$ cat src/rtl/zcg_pkg.sv
package zcg_pkg;
  localparam int CODE_W     = 7;
  localparam int RESET_CODE = 63;
  localparam int NCH        = 2;

  typedef logic [CODE_W-1:0] code_t;
  typedef enum logic {CH_IDLE = 1'b0, CH_WAIT = 1'b1} ch_state_e;

  function automatic logic code_differs(code_t a, code_t b);
    return a != b;
  endfunction

  function automatic logic release_now(ch_state_e st, logic zc, logic expired, logic bypass);
    return (st == CH_WAIT) && (zc || expired || bypass);
  endfunction
endpackage

$ cat src/rtl/zcg_window_timer.sv
module zcg_window_timer #(
  parameter int WIN_CYCLES = 5_000_000
) (
  input  logic clk,
  input  logic rst_n,
  input  logic load_i,
  input  logic busy_i,
  output logic expired_o
);
  localparam int CNT_W = (WIN_CYCLES > 2) ? $clog2(WIN_CYCLES) : 1;
  localparam logic [CNT_W-1:0] LAST = CNT_W'(WIN_CYCLES - 1);

  logic [CNT_W-1:0] cnt_q;

  assign expired_o = busy_i && (cnt_q == LAST);

  always_ff @(posedge clk or negedge rst_n) begin
    if (!rst_n)                     cnt_q <= '0;
    else if (load_i)                cnt_q <= '0;
    else if (busy_i && !expired_o)  cnt_q <= cnt_q + 1'b1;
  end
endmodule

$ cat src/rtl/zcg_channel.sv
module zcg_channel
  import zcg_pkg::*;
(
  input  logic  clk,
  input  logic  rst_n,
  input  logic  load_i,
  input  logic  bypass_i,
  input  logic  zc_i,
  input  logic  expired_i,
  input  code_t pend_i,
  output code_t wiper_o,
  output logic  upd_o,
  output logic  waiting_o
);
  ch_state_e st_q, st_d;
  code_t     held_q, act_q;
  logic      differs, fire_direct, fire_held;

  always_comb begin
    differs     = code_differs(pend_i, act_q);
    fire_direct = load_i && bypass_i && differs;
    fire_held   = !load_i && release_now(st_q, zc_i, expired_i, bypass_i);
    st_d        = st_q;
    if (load_i)         st_d = (differs && !bypass_i) ? CH_WAIT : CH_IDLE;
    else if (fire_held) st_d = CH_IDLE;
  end

  always_ff @(posedge clk or negedge rst_n) begin
    if (!rst_n) begin
      st_q   <= CH_IDLE;
      held_q <= code_t'(RESET_CODE);
      act_q  <= code_t'(RESET_CODE);
    end else begin
      st_q <= st_d;
      if (load_i)           held_q <= pend_i;
      if (fire_direct)      act_q  <= pend_i;
      else if (fire_held)   act_q  <= held_q;
    end
  end

  assign upd_o     = fire_direct || fire_held;
  assign wiper_o   = act_q;
  assign waiting_o = (st_q == CH_WAIT);
endmodule

$ cat src/rtl/zcg_wiper_ctrl.sv
module zcg_wiper_ctrl #(
  parameter int WIN_CYCLES = 5_000_000
) (
  input  logic                      clk,
  input  logic                      rst_n,
  input  logic                      load_i,
  input  logic                      bypass_i,
  input  logic                      zc0_i,
  input  logic                      zc1_i,
  input  logic [zcg_pkg::CODE_W-1:0] pend0_i,
  input  logic [zcg_pkg::CODE_W-1:0] pend1_i,
  output logic [zcg_pkg::CODE_W-1:0] wiper0_o,
  output logic [zcg_pkg::CODE_W-1:0] wiper1_o,
  output logic                      upd0_o,
  output logic                      upd1_o
);
  import zcg_pkg::*;

  code_t            pend_a [NCH];
  code_t            wip_a  [NCH];
  logic [NCH-1:0]   zc_a, upd_a, waiting_w;
  logic             expired_w;

  assign pend_a[0] = pend0_i;
  assign pend_a[1] = pend1_i;
  assign zc_a      = {zc1_i, zc0_i};

  zcg_window_timer #(.WIN_CYCLES(WIN_CYCLES)) u_timer (
    .clk(clk), .rst_n(rst_n), .load_i(load_i),
    .busy_i(|waiting_w), .expired_o(expired_w)
  );

  for (genvar g = 0; g < NCH; g++) begin : g_ch
    zcg_channel u_ch (
      .clk(clk), .rst_n(rst_n), .load_i(load_i), .bypass_i(bypass_i),
      .zc_i(zc_a[g]), .expired_i(expired_w), .pend_i(pend_a[g]),
      .wiper_o(wip_a[g]), .upd_o(upd_a[g]), .waiting_o(waiting_w[g])
    );
  end

  assign wiper0_o = wip_a[0];
  assign wiper1_o = wip_a[1];
  assign upd0_o   = upd_a[0];
  assign upd1_o   = upd_a[1];
endmodule

$ cat config.mk
export PLATFORM = sky130hd
export DESIGN_NAME = zcg_wiper_ctrl
export DESIGN_NICKNAME = d
export VERILOG_FILES = /design/src/rtl/zcg_pkg.sv /design/src/rtl/zcg_window_timer.sv /design/src/rtl/zcg_channel.sv /design/src/rtl/zcg_wiper_ctrl.sv
export SDC_FILE = /design/constraint.sdc
export NUM_CORES = 1
export LEC_CHECK = 0
export ABC_CLOCK_PERIOD_IN_PS = 2700
export BUFFER_PORTS_ARGS = -buffer_cell sky130_fd_sc_hd__clkbuf_2
export CAP_MARGIN = 20
export CORE_MARGIN = 4
export CORE_UTILIZATION = 45
export CTS_CLUSTER_SIZE = 14
export DETAILED_ROUTE_END_ITERATION = 8
export MAX_ROUTING_LAYER = met4
export PLACE_DENSITY = 0.67
export SYNTH_ARGS = -nofsm -noshare
export SYNTH_HDL_FRONTEND = slang
export SYNTH_HIERARCHICAL = 1
export SYNTH_SLANG_ARGS = --single-unit
$ cat constraint.sdc
create_clock -name clk -period 2.7 [get_ports clk]
set_input_delay 0.27 -clock clk [delete_from_list [all_inputs] [get_ports clk]]
set_output_delay 0.27 -clock clk [all_outputs]
set_load 0.02 [all_outputs]
==> key figures <==
Run status
  – Status: finished with violations
  – Violated checks: negative setup slack

Timing
  – PnR worst setup slack: -0.164 ns
  – WHS: 0.0685 ns
  – Slew @ Worst Pin: 0.664 ns
  – Slew Limit Headroom: 55.6%
  – Tmin final: 2.86 ns
  – RSZ-0062 raised after global routing: true
  – Setup TNS: -1.26 ns
  – Final hold vios: 0
  – Max Slew Vio Count: 0
  – Final Cycle Share: 106%
  – Setup Viol. Count Final: 15
  – Setup Skew: 0.0123 ns
  – Top achievable clock speed: 0.349 GHz

Critical path
  – Critical path endpoint category: primary output
  – Critical path's slowest cell: or4b_1
  – CP bufs+invs: 3
  – WP data required: 2.43 ns
  – Crit path DAT: 2.59 ns
  – Crit-path leading delay family: simple AND/OR/NAND/NOR gates
  – Setup CP Type: reg2out
  – CP Launch Type: flip-flop
  – CP max stage delay: 0.51 ns
  – Crit-path cells: or4b_1, or4_4, nor4_4, and2_4, o31a_1, buf_6, inv_1, nand2_1, clkbuf_8
  – Critical path peak fanout: 4

Synth
  – Asr flop ratio synth: 100%
  – EDFF count, synth: 0
  – Cell taking the most area after synthesis: dfrtp_1
  – Cell Area, Synth: 0.00285 mm²
  – Synth Area in Compound Gates: 5.05%
  – Adder-cell share of the synthesized area: 0.439%
  – Number of synthesized register bits: 53
  – Sequential fraction of the synthesis area: 47.6%
  – Primary FF master, synth: dfrtp_1
  – Yosys warns: 6
  – Post-Synth Simple-Gate Area: 14.9%
  – Largest family of logic cells by synthesized area: multiplexers
  – Xor-xnor portion of the synthesized cell area: 10.4%
  – Top-area cell type share of the netlist area: 25.5%
  – Area contributors post-synth: dfrtp_1 25%, dfstp_2 22%, mux2_2 10%
  – Multiplexer share of the synthesized area: 19.1%
  – Post-synth cell types: 37
  – Syn nets: 263
  – Synthesized instance count: 242
  – Avg Inst Size Synth: 11.8 µm²

Die
  – Core area: 0.00603 mm²
  – Die W: 87.6 µm
  – Die Ht: 87.6 µm
  – DIE AREA: 0.00767 mm²
  – Cell row count: 28
  – I/O pins: 36
  – Initial Util: 47.3%

Final layout
  – Nets@finish: 316
  – Layout cells sized above 1: 48.3%
  – Fill cell count: 507
  – Diodes inserted: 0
  – Area grow syn2layout: 20.6%
  – Final core utilization: 57.0%
  – Cell area after layout: 0.00344 mm²

Drt
  – Wirelength per Cell: 15.5 µm
  – Via-per-instance ratio: 5.22
  – DRC viols: 0
  – Iteration-0 DRC count of the detailed router: 84
  – TritonRoute pass-1 iters: 4
  – Post-DRT Antenna Nets: 0
  – Vias: 1936
  – Drt total wl: 5.74 mm

Pwr
  – Power Dens Cells: 574 mW/mm²
  – VDD IR max: 0.327 mV
  – Leakage: 1.50 nW
  – Power, Total: 0.00197 W

Placement
  – Post-DP HPWL: 3.84 mm
  – Placed instance area: 0.00319 mm²
  – RD Place Congestion: 0.790
  – Buffers on Ports: 35

CTS
  – Clock root cell: clkbuf_8
  – Hold-fix buffers at CTS: 0
  – # clock sinks: 53
  – Clock Tree Buf Depth: 2
  – Reg clk slew, reported paths: 0.10 ns
  – H-tree depth: 2
  – CTS tree: built
  – CTS Buf Count: 5
  – Worst-Skew Late Latency: 0.31 ns

Worst hold path
  – Hold/Removal Path Class: in2async

GRT
  – Largest net degree at the start of global routing: 54
  – First-pass GRT wire length: 9.96 mm
  – Vias in the first global route: 2032
  – Met1 usage: 22.7%
  – Grt ovf: 0
  – GRT Util Overall: 17.1%
  – Met2 usage: 26.8%
  – Met3 Use GR: 3.20%
  – Global-route layer with the greatest usage: met2
  – Initial antenna violation count: 0

Flow run
  – Max Cap Viol: 0
worst register-to-register path: cells and delay by family (launching register included):
kind                   cells  cell delay (ns)
AO/OA/AOI/OAI              1             0.17
buffers and inverters      2             0.24
flip-flops                 1             0.38
multiplexers               2             0.54
AND/OR/NAND/NOR            4             1.39
registers in the layout (all words and copies together) (netlist names):
signal,cells
g_ch.u_ch/held_q,14
g_ch.u_ch/waiting_o,2
g_ch.u_ch/wiper_o,14
u_timer/cnt_q,23
synthesized netlist by cell type, types with 3 or more instances:
| master | instances |
|---|---|
| o21ai_0 | 4 |
| nand4_1 | 5 |
| nand3_1 | 10 |
| nor3_1 | 4 |
| dfrtp_1 | 29 |
| xnor2_1 | 18 |
| o211ai_1 | 6 |
| mux2_4 | 16 |
| buf_6 | 3 |
| clkbuf_1 | 3 |
| dfstp_2 | 24 |
| and3_1 | 6 |
| a21oi_1 | 4 |
| nor2_1 | 25 |
| xor2_1 | 16 |
| nand2_1 | 14 |
| mux2_2 | 26 |
layout by cell type, fill, tap and decap left out, types with 3 or more instances in the layout:
cell,count
and3_1,6
buf_8,3
nand4_1,5
nor2_1,25
nor3_1,4
dfstp_2,24
buf_4,16
o21ai_0,4
dfrtp_1,29
clkbuf_2,33
nand2_1,13
mux2_4,22
xnor2_1,18
clkbuf_8,6
nand3_1,10
mux2_2,20
a21oi_1,4
o211ai_1,6
xor2_1,16
what timing repair did:
action	in CTS	in global routing
setup buffers	5	2
gates cloned	0	0
endpoints found under the setup margin	16	16
pin swaps	3	3
hold endpoints to repair	0	0
gates resized for setup	15	7
cells by family (layout without fill, tap and decap cells):
| kind of cell | after synthesis | after routing |
|---|---|---|
| AO/OA/AOI/OAI | 19 | 19 |
| flip-flops | 53 | 53 |
| AND/OR/NAND/NOR | 81 | 81 |
| multiplexers | 43 | 43 |
| adder cells (fa/ha/maj) | 1 | 1 |
| buffers and inverters | 11 | 65 |
| XOR/XNOR | 34 | 34 |
per-layer routing:
metal | share of wire, % | routed length (µm)
met1 | 46 | 2640
met2 | 50 | 2890
met3 | 2.9 | 166
met4 | 0.73 | 42
met5 | 0 | 0
final cells by class:
cell class / count / area [µm²] / share of cell area (%)
Inverter: 2 / 10.0 / 0.291
Tap cell: 75 / 93.8 / 2.73
Multi-Input combinational cell: 178 / 1470 / 42.8
Sequential cell: 53 / 1360 / 39.5
Clock inverter: 2 / 35.0 / 1.02
Timing Repair Buffer: 55 / 375 / 10.9
Clock buffer: 6 / 93.8 / 2.73
where the power goes:
group,internal [W],switching (W)
logic,0.000223,0.000192
registers,0.000900,0.0000560
clock network,0.000331,0.000272
stage by stage:
stage / std cells / worst slack [ns]
after floorplan: 242 / -0.0745
after global placement: 358 / -0.0760
after detailed placement: 358 / -0.105
after CTS: 370 / -0.242
after global routing: 371 / -0.284
final: 371 / -0.164
worst paths after layout:
kind | startpoint | endpoint | slack, ns | depth (start not counted)
max | u_timer/cnt_q[13]$_DFFE_PN0P_ | upd0_o | -0.16 | 9
min | rst_n | g_ch[0].u_ch/wiper_o[6]$_DFFE_PN0P_ | 0.07 | 2
max reg2reg | u_timer/cnt_q[13]$_DFFE_PN0P_ | g_ch[1].u_ch/wiper_o[6]$_DFFE_PN0P_ | -0.11 | 9
min reg2reg | g_ch[1].u_ch/held_q[6]$_DFFE_PN0P_ | g_ch[1].u_ch/held_q[6]$_DFFE_PN0P_ | 0.53 | 1
max in group asynchronous | rst_n | u_timer/cnt_q[17]$_DFFE_PN0P_ | 2.19 | 2
min in group clk | bypass_i | g_ch[1].u_ch/waiting_o$_DFFE_PN0P_ | 0.22 | 2
No activity file was read; power rests on OpenSTA's default activity.
